<file path="src/rtl/rate_out_pkg.sv">
// Package: shared addresses, status bit positions and flag type for the
// rate sample output register stage.
package rate_out_pkg;
    localparam int ADDR_W = 7;
    localparam logic [ADDR_W-1:0] ADDR_STATUS = 7'h27;
    localparam logic [ADDR_W-1:0] ADDR_UPPER  = 7'h28;
    localparam logic [ADDR_W-1:0] ADDR_LOWER  = 7'h29;

    localparam int ST_LO_BIT  = 0;
    localparam int ST_HI_BIT  = 1;
    localparam int ST_OVR_BIT = 2;

    typedef struct packed {
        logic ovr;
        logic hi_new;
        logic lo_new;
    } rate_flags_t;
endpackage

</file>
<file path="src/rtl/rate_sample_fmt.sv">
// Module: rate_sample_fmt
// Converts a raw two's complement sample into the stored word. Select 0
// passes the word unchanged (left-justified). Select 1 keeps the top
// NARROW_W bits, right-justifies them and fills the upper bits with the
// sign. Assumes NARROW_W <= SMP_W. Purely combinational.
module rate_sample_fmt #(
    parameter int SMP_W    = 16,
    parameter int NARROW_W = 10
) (
    input  logic [SMP_W-1:0] raw_i,
    input  logic             narrow_sel_i,
    output logic [SMP_W-1:0] word_o
);
    logic [SMP_W-1:0] narrow_word;

    generate
        if (NARROW_W < SMP_W) begin : g_ext
            localparam int PAD_W = SMP_W - NARROW_W;
            logic [NARROW_W-1:0] top_bits;
            // take the most significant NARROW_W bits and sign-extend them
            always_comb begin
                top_bits    = raw_i[SMP_W-1 -: NARROW_W];
                narrow_word = {{PAD_W{top_bits[NARROW_W-1]}}, top_bits};
            end
        end else begin : g_pass
            // narrow width equals full width: nothing to reshape
            always_comb narrow_word = raw_i;
        end
    endgenerate

    // choose between the full word and the narrow form
    always_comb word_o = narrow_sel_i ? narrow_word : raw_i;
endmodule

</file>
<file path="src/rtl/rate_pair_store.sv">
// Module: rate_pair_store
// Holds the formatted sample word that backs the upper and lower data
// registers. Loads only when load_i is high; the freeze decision is made
// by the caller. Synchronous active-low reset clears the word.
module rate_pair_store #(
    parameter int SMP_W = 16
) (
    input  logic             clk,
    input  logic             rst_n,
    input  logic             load_i,
    input  logic [SMP_W-1:0] word_i,
    output logic [SMP_W-1:0] pair_q
);
    // capture a new word on load, otherwise keep the stored pair
    always_ff @(posedge clk) begin
        if (!rst_n)      pair_q <= '0;
        else if (load_i) pair_q <= word_i;
    end


    load_takes_word_chk: assert property (@(posedge clk) disable iff (!rst_n)
        load_i |=> (pair_q == $past(word_i)));


    idle_keeps_pair_chk: assert property (@(posedge clk) disable iff (!rst_n)
        !load_i |=> $stable(pair_q));
endmodule

</file>
<file path="src/rtl/rate_status_track.sv">
// Module: rate_status_track
// Keeps the per-half new-data flags and the overrun flag. A store sets
// both new-data flags; strobed data reads clear them one at a time. An
// accepted sample that finds data pending sets overrun; a strobed status
// read clears it. Sets take priority over clears in the same cycle.
module rate_status_track
    import rate_out_pkg::*;
(
    input  logic        clk,
    input  logic        rst_n,
    input  logic        accept_i,
    input  logic        load_i,
    input  logic        rd_hi_i,
    input  logic        rd_lo_i,
    input  logic        rd_st_i,
    output rate_flags_t flags_q,
    output logic        pending_o
);
    // any half still unread
    always_comb pending_o = flags_q.hi_new | flags_q.lo_new;

    // update new-data flags on store and on data reads
    always_ff @(posedge clk) begin
        if (!rst_n) begin
            flags_q.hi_new <= 1'b0;
            flags_q.lo_new <= 1'b0;
        end else if (load_i) begin
            flags_q.hi_new <= 1'b1;
            flags_q.lo_new <= 1'b1;
        end else begin
            if (rd_hi_i) flags_q.hi_new <= 1'b0;
            if (rd_lo_i) flags_q.lo_new <= 1'b0;
        end
    end

    // update overrun on late samples and on status reads
    always_ff @(posedge clk) begin
        if (!rst_n)                      flags_q.ovr <= 1'b0;
        else if (accept_i && pending_o)  flags_q.ovr <= 1'b1;
        else if (rd_st_i)                flags_q.ovr <= 1'b0;
    end


    store_sets_both_chk: assert property (@(posedge clk) disable iff (!rst_n)
        load_i |=> (flags_q.hi_new && flags_q.lo_new));


    hi_read_clears_chk: assert property (@(posedge clk) disable iff (!rst_n)
        (rd_hi_i && !load_i) |=> !flags_q.hi_new);


    late_sample_ovr_chk: assert property (@(posedge clk) disable iff (!rst_n)
        (accept_i && pending_o) |=> flags_q.ovr);


    ovr_clear_chk: assert property (@(posedge clk) disable iff (!rst_n)
        (rd_st_i && !(accept_i && pending_o)) |=> !flags_q.ovr);
endmodule

</file>
<file path="src/rtl/rate_read_mux.sv">
// Module: rate_read_mux
// Selects the byte for the applied register address: status, upper half,
// lower half, or zero for any unmapped address. Combinational.
module rate_read_mux
    import rate_out_pkg::*;
#(
    parameter int BYTE_W = 8
) (
    input  logic [ADDR_W-1:0]   addr_i,
    input  logic [2*BYTE_W-1:0] pair_i,
    input  rate_flags_t         flags_i,
    output logic [BYTE_W-1:0]   data_o
);
    logic [BYTE_W-1:0] status_byte;

    // assemble the status byte from the flag positions
    always_comb begin
        status_byte             = '0;
        status_byte[ST_LO_BIT]  = flags_i.lo_new;
        status_byte[ST_HI_BIT]  = flags_i.hi_new;
        status_byte[ST_OVR_BIT] = flags_i.ovr;
    end

    // address decode for the read byte
    always_comb begin
        unique case (addr_i)
            ADDR_STATUS: data_o = status_byte;
            ADDR_UPPER:  data_o = pair_i[2*BYTE_W-1 -: BYTE_W];
            ADDR_LOWER:  data_o = pair_i[BYTE_W-1:0];
            default:     data_o = '0;
        endcase
    end
endmodule

</file>
<file path="src/rtl/rate_out_regs.sv">
// Module: rate_out_regs (top)
// Output data stage for rate samples. Accepts samples while enabled,
// formats them, stores them as an upper/lower byte pair, and tracks
// per-half new-data and overrun flags. In pair-hold mode a stored pair
// is frozen until both halves are read. Assumes smp_valid is a one-cycle
// pulse per sample and that rd_strobe marks one read per cycle.
module rate_out_regs
    import rate_out_pkg::*;
#(
    parameter int BYTE_W   = 8,
    parameter int NARROW_W = 10,
    localparam int SMP_W   = 2 * BYTE_W
) (
    input  logic              clk,
    input  logic              rst_n,
    input  logic              smp_valid,
    input  logic [SMP_W-1:0]  smp_data,
    input  logic              dig_en,
    input  logic              hold_pair,
    input  logic              right_align,
    input  logic              rd_strobe,
    input  logic [ADDR_W-1:0] rd_addr,
    output logic [BYTE_W-1:0] rd_data
);
    logic             accept;
    logic             load;
    logic             pending;
    logic             rd_hi, rd_lo, rd_st;
    logic [SMP_W-1:0] fmt_word;
    logic [SMP_W-1:0] pair;
    rate_flags_t      flags;

    // sample intake and freeze decision
    always_comb begin
        accept = smp_valid & dig_en;
        load   = accept & ~(hold_pair & pending);
    end

    // strobed read decode per register
    always_comb begin
        rd_hi = rd_strobe & (rd_addr == ADDR_UPPER);
        rd_lo = rd_strobe & (rd_addr == ADDR_LOWER);
        rd_st = rd_strobe & (rd_addr == ADDR_STATUS);
    end

    rate_sample_fmt #(.SMP_W(SMP_W), .NARROW_W(NARROW_W)) u_fmt (
        .raw_i        (smp_data),
        .narrow_sel_i (right_align),
        .word_o       (fmt_word)
    );

    rate_pair_store #(.SMP_W(SMP_W)) u_store (
        .clk    (clk),
        .rst_n  (rst_n),
        .load_i (load),
        .word_i (fmt_word),
        .pair_q (pair)
    );

    rate_status_track u_status (
        .clk       (clk),
        .rst_n     (rst_n),
        .accept_i  (accept),
        .load_i    (load),
        .rd_hi_i   (rd_hi),
        .rd_lo_i   (rd_lo),
        .rd_st_i   (rd_st),
        .flags_q   (flags),
        .pending_o (pending)
    );

    rate_read_mux #(.BYTE_W(BYTE_W)) u_mux (
        .addr_i  (rd_addr),
        .pair_i  (pair),
        .flags_i (flags),
        .data_o  (rd_data)
    );


    frozen_pair_chk: assert property (@(posedge clk) disable iff (!rst_n)
        (hold_pair && pending) |=> $stable(pair));


    disabled_intake_chk: assert property (@(posedge clk) disable iff (!rst_n)
        !dig_en |=> ($stable(pair) && $stable(flags.hi_new) && $stable(flags.lo_new)));


    no_strobe_keeps_chk: assert property (@(posedge clk) disable iff (!rst_n)
        (!rd_strobe && !accept) |=> $stable(flags));
endmodule

</file>
<file path="config.mk">
export PLATFORM = sky130hd
export DESIGN_NAME = rate_out_regs
export DESIGN_NICKNAME = d
export VERILOG_FILES = /design/src/rtl/rate_out_pkg.sv /design/src/rtl/rate_sample_fmt.sv /design/src/rtl/rate_pair_store.sv /design/src/rtl/rate_status_track.sv /design/src/rtl/rate_read_mux.sv /design/src/rtl/rate_out_regs.sv
export SDC_FILE = /design/constraint.sdc
export NUM_CORES = 1
export LEC_CHECK = 0
export ABC_AREA = 0
export BUFFER_PORTS_ARGS = -buffer_cell sky130_fd_sc_hd__buf_2
export CAP_MARGIN = 20
export CELL_PAD_IN_SITES_DETAIL_PLACEMENT = 2
export CELL_PAD_IN_SITES_GLOBAL_PLACEMENT = 2
export CORE_ASPECT_RATIO = 0.9
export CORE_MARGIN = 1
export CORE_UTILIZATION = 33
export CTS_BUF_LIST = sky130_fd_sc_hd__clkbuf_4
export CTS_CLUSTER_DIAMETER = 150
export DETAILED_ROUTE_END_ITERATION = 8
export HOLD_SLACK_MARGIN = 0.08
export PLACE_DENSITY_LB_ADDON = 0.1
export SLEW_MARGIN = 30
export SYNTH_ARGS = -nofsm -noshare
export SYNTH_HDL_FRONTEND = slang
export SYNTH_HIERARCHICAL = 1
export SYNTH_SLANG_ARGS = --single-unit
export TNS_END_PERCENT = 1
</file>
<file path="constraint.sdc">
create_clock -name clk -period 1.73 [get_ports clk]
set_clock_uncertainty 0.05 [all_clocks]
set_input_delay 0.2595 -clock clk [delete_from_list [all_inputs] [get_ports clk]]
set_output_delay 0.2595 -clock clk [all_outputs]
set_load 0.05 [all_outputs]
</file>
# == Word level (Yosys, flattened, before mapping) ==
# Cells that the tools add are included.
# op_classes
eq_ne,3
n_bitwise,8
mux,7
n_reduce_logical,4
# ops
operator,n
$pmux 8 s3,1
$eq 7x6->1 const B,3
$mux 15,1
$and 1x1->1,6
$reduce_bool 2->1,3
$mux 1,4
$mux 2,1
$logic_and 1x1->1,1
$not 1->1,1
$or 1x1->1,1
# totals
regBits,19
wordCells,26
in_bits,30

# == Logic depth before layout (Yosys ltp) ==
# depth
depth_word,5
depth_mapped,6

# == Modules after synthesis ==
# The synthesis kept the hierarchy.
# modules_own_cells
mod,area_each_um2,n_inst,seq_area_each_um2,cells_each
rate_pair_store,615.6,1,320.3,51
rate_sample_fmt,245.2,1,0.0,18
rate_read_mux,173.9,1,0.0,22
rate_status_track,113.9,1,60.1,10
rate_out_regs,77.6,1,0.0,9

# == Worst setup path before layout ==
# No wires, ideal clock.
# synth_timing
path_type,in2out
from,input port rd_addr[4]
to,output port rd_data[0]
slack_ns,-0.006
path_buffers,0
required_ns,1.420
cell_stages,3
arrival_ns,1.427
cell_sequence,nor2_2 > nand4_1 > o2bb2ai_1
# synth_between
elab_chain_len,2
elab_cells_between_ends,4
cone_classes,3 x eq/ne; 1 x mux
# synth_rtl
item,line,rtl
from (decl),rate_out_regs.sv:22,"input logic [ADDR_W-1:0] rd_addr,"
$eq 7x6->1,rate_read_mux.sv:26,unique case (addr_i)
$pmux 8 s3 (*),rate_read_mux.sv:26,
to (decl),rate_out_regs.sv:23,output logic [BYTE_W-1:0] rd_data
# Every way passes the cells marked *; elsewhere a longest branch is shown, timed or not.

# == Worst setup path in the final report ==
# layout_timing
from,input port rd_addr[4]
to,output port rd_data[4]
# Same word-level chain as after synthesis.

==> summary.md <==
| Metric | Value |
|---|---|
| Area after detailed placement | `1430 µm²` |
| CTS H-Tree Depth | `1` |
| Final weighted congestion in routability-driven placement | `0.726` |
| Status | `complete, no violations` |
| Number of nets produced by synthesis | `140` |
| Number of resized instances in the post-cts repair step | `0` |
| Core Box Area | `3450 µm²` |
| Number of antenna-violating nets in the routed design | `0` |
| Height of the chip | `59.8 µm` |
| Total Negative Setup Slacks | `0 ns` |
| Arrival time at the worst endpoint | `1.30 ns` |
| Post-synthesis sequential area ratio | `0.310` |
| Netlist area before placement | `1230 µm²` |
| Worst rel slew slack | `0.707` |
| Worst r2r path cells | `5` |
| Max-slew violation count | `0` |
| Leading cell type by number of instances after synthesis | `sky130_fd_sc_hd__mux2i_1` |
| Cell Rows | `20` |
| Number of iterations in the first detailed-routing pass | `3` |
| Clk Latency, worst-skew pair | `0.28 ns` |
| Average cell area after synthesis | `11.1 µm²` |
| Cells on Worst Hold Path | `3` |
| Ratio of routed vias to standard cells | `5.01` |
| Final setup violation count | `0` |
| Post-CTS setup buffers | `0` |
| TritonCTS clock tree | `built` |
| Hold-fix buffer count after cts | `0` |
| Number of clock sinks | `19` |
| Remaining global-route overflow | `0` |
| Highest ir drop seen on vdd | `0.000430 V` |
| Initial Utilization | `0.355` |
| Fraction of synthesized area in multiplexers | `0.364` |
| First-pass GRT wire length | `4710 µm` |
| Highest Clock Rate | `622 MHz` |
| Unique cell type count in the Yosys netlist | `27` |
| Cell count after placement | `188` |
| Dominant synthesized flop cell | `sky130_fd_sc_hd__dfxtp_1` |
| Warning count from the yosys run | `6` |
| Buffers from clock root to sink, at most | `2` |
| Number of hold-slack violations in the final timing report | `0` |
| Type of the tightest min-delay check | `in2reg` |
| Aggregate global-route resource usage | `0.159` |
| Final WL | `2880 µm` |
| Post-Route Hold Slack | `0.269 ns` |
| Post-detailed-route DRC marker count | `0` |
| Xor and xnor fraction of the mapped netlist area | `0` |
| Area of the die | `3960 µm²` |
| Combinational family with the most area after synthesis | `multiplexers` |
| Synthesized-area fraction occupied by and/or/nand/nor cells | `0.209` |
| Share of final-layout standard cells stronger than drive strength 1 | `0.446` |
| Leakage power | `0.638 nW` |
| Top fanout value on the critical path | `5` |
| Final Cell Area | `1460 µm²` |
| Post-DR wirelength/cell | `15.0 µm` |
| Final nets | `179` |
| Clock root buffer | `sky130_fd_sc_hd__clkbuf_4` |
| Number of filler instances in the final layout | `390` |
| Inserted Diodes | `0` |
| Antenna violations before repair | `0` |
| Slew at the pin with the worst max-slew slack | `0.439 ns` |
| Number of buffers created by CTS | `3` |
| Number of maximum-capacitance violations | `0` |
| Largest area contributor in the synthesized netlist | `sky130_fd_sc_hd__dfxtp_1` |
| Power, Total | `0.919 mW` |
| Reg clk slew, reported paths | `0.10 ns` |
| Top cells by area, synth | `sky130_fd_sc_hd__dfxtp_1 31%, sky130_fd_sc_hd__mux2i_1 20%, sky130_fd_sc_hd__mux2_4 12%, sky130_fd_sc_hd__nor2b_1 9.2%, sky130_fd_sc_hd__mux2_2 4.6%` |
| Adder and majority cell fraction of the synthesized area | `0` |
| Register bit count reported by yosys | `19` |
| Pre-CTS setup slack | `0.100 ns` |
| Required time of the worst setup path | `1.42 ns` |
| Vias in the first global route | `1006` |
| Syn-to-layout area delta | `18.9%` |
| Horizontal die dimension | `66.3 µm` |
| Worst Setup Path Type | `in2out` |
| Fraction of registers with async set or reset after synthesis | `0` |
| Setup repair after global routing missed its margin | `no` |
| Time the worst path needs with I/O delays and setup | `1.61 ns` |
| Proportion of netlist area held by the largest area contributor | `0.310` |
| Post-layout worst setup margin | `0.123 ns` |
| Top-level I/O count | `38` |
| Port Buffers | `37` |
| Most used standard cells in the synthesized netlist | `24 x sky130_fd_sc_hd__mux2i_1, 19 x sky130_fd_sc_hd__dfxtp_1, 18 x sky130_fd_sc_hd__nor2b_1, 10 x sky130_fd_sc_hd__mux2_4, 6 x sky130_fd_sc_hd__nor2_1` |
| Number of enable flip-flop cells after synthesis | `0` |
| Total power divided by cell area | `630 nW/µm²` |
| Maximum number of pins on one net before global-route repair | `21` |
| Synthesized instance count | `110` |
| DP Wirelength | `2290 µm` |
| Final Core Density | `0.422` |
| Compound-gate portion of the synthesized area | `0.0469` |
| Non-filler instance count after layout | `192` |
| Vias | `962` |
| Endpoint type of the worst setup path | `output pin` |
| Setup crit start kind | `primary input` |
| Period Utilization, post-route | `0.929` |
| Iteration-0 DRC count of the detailed router | `13` |
[report_power, final]
part,total [mW],internal (mW),switching [mW]
clock,0.232,0.105,0.127
sequential,0.477,0.463,0.0145
combinational,0.210,0.121,0.0890
[final cells by class]
class	instances	area, µm²	share of cell area
multi-input cells	84	764	0.524
flip-flops and latches	19	380	0.261
repair buffers	41	228	0.156
well taps	44	55.1	0.0378
clock buffers	4	30.0	0.0206
[cell usage in the layout, fill, tap and decap left out]
cell type,netlist,layout
sky130_fd_sc_hd__o2bb2ai_1,3,3
sky130_fd_sc_hd__or4b_4,1,1
sky130_fd_sc_hd__buf_12,2,1
sky130_fd_sc_hd__and3_4,1,1
sky130_fd_sc_hd__nor4b_2,1,1
sky130_fd_sc_hd__buf_2,0,37
sky130_fd_sc_hd__mux2i_1,24,24
sky130_fd_sc_hd__o21a_1,2,2
sky130_fd_sc_hd__mux2_2,5,5
sky130_fd_sc_hd__nand4_1,1,1
sky130_fd_sc_hd__a21boi_2,0,1
sky130_fd_sc_hd__nor2b_1,18,18
sky130_fd_sc_hd__nor4bb_1,2,2
sky130_fd_sc_hd__and4b_1,1,1
sky130_fd_sc_hd__buf_4,1,3
sky130_fd_sc_hd__nor2_1,6,6
sky130_fd_sc_hd__nor3_1,1,1
sky130_fd_sc_hd__and2_1,1,1
sky130_fd_sc_hd__clkbuf_4,0,4
sky130_fd_sc_hd__mux2_4,10,10
sky130_fd_sc_hd__nand2b_1,1,1
sky130_fd_sc_hd__dfxtp_1,19,19
sky130_fd_sc_hd__a31o_1,1,1
sky130_fd_sc_hd__nor2_2,1,1
sky130_fd_sc_hd__or2_4,1,1
sky130_fd_sc_hd__and3b_1,1,1
sky130_fd_sc_hd__nand2_1,1,1
[critical path: stages]
cell,delay [ns]
sky130_fd_sc_hd__buf_2,0.12
sky130_fd_sc_hd__nor2_2,0.12
sky130_fd_sc_hd__nand4_1,0.19
sky130_fd_sc_hd__buf_4,0.22
sky130_fd_sc_hd__nor2_1,0.11
sky130_fd_sc_hd__buf_2,0.27
[registers in the layout, summed over array words and instances, names as in the netlist]
| signal | cells |
|---|---|
| u_store/pair_q | 16 |
| u_status/flags_q | 3 |
[worst paths after layout]
kind	start	endpoint	slack [ns]
worst max-delay path	rd_addr[4]	rd_data[4]	0.12
worst min-delay path	dig_en	u_status/flags_q[2]$_SDFFE_PN0P_	0.27
worst max register to register	u_status/flags_q[0]$_SDFFE_PN0P_	u_store/pair_q[13]$_SDFFE_PN0P_	0.33
worst min register to register	u_store/pair_q[15]$_SDFFE_PN0P_	u_store/pair_q[15]$_SDFFE_PN0P_	0.47
[layer usage]
metal	vias to the layer above	share of wire	GRT usage
met5	-	0	0
met4	0	0.0059	0.0365
met3	2	0.033	0.0401
met2	16	0.49	0.277
met1	476	0.47	0.197
li1	468	-	-
[cells by family after synthesis]
family | after synthesis
buffers and inverters | 7
DFF | 19
and+or+nand+nor | 38
AOI/OAI and AO/OA | 7
muxes | 39
Note: power is estimated with default switching activity, not from simulation.
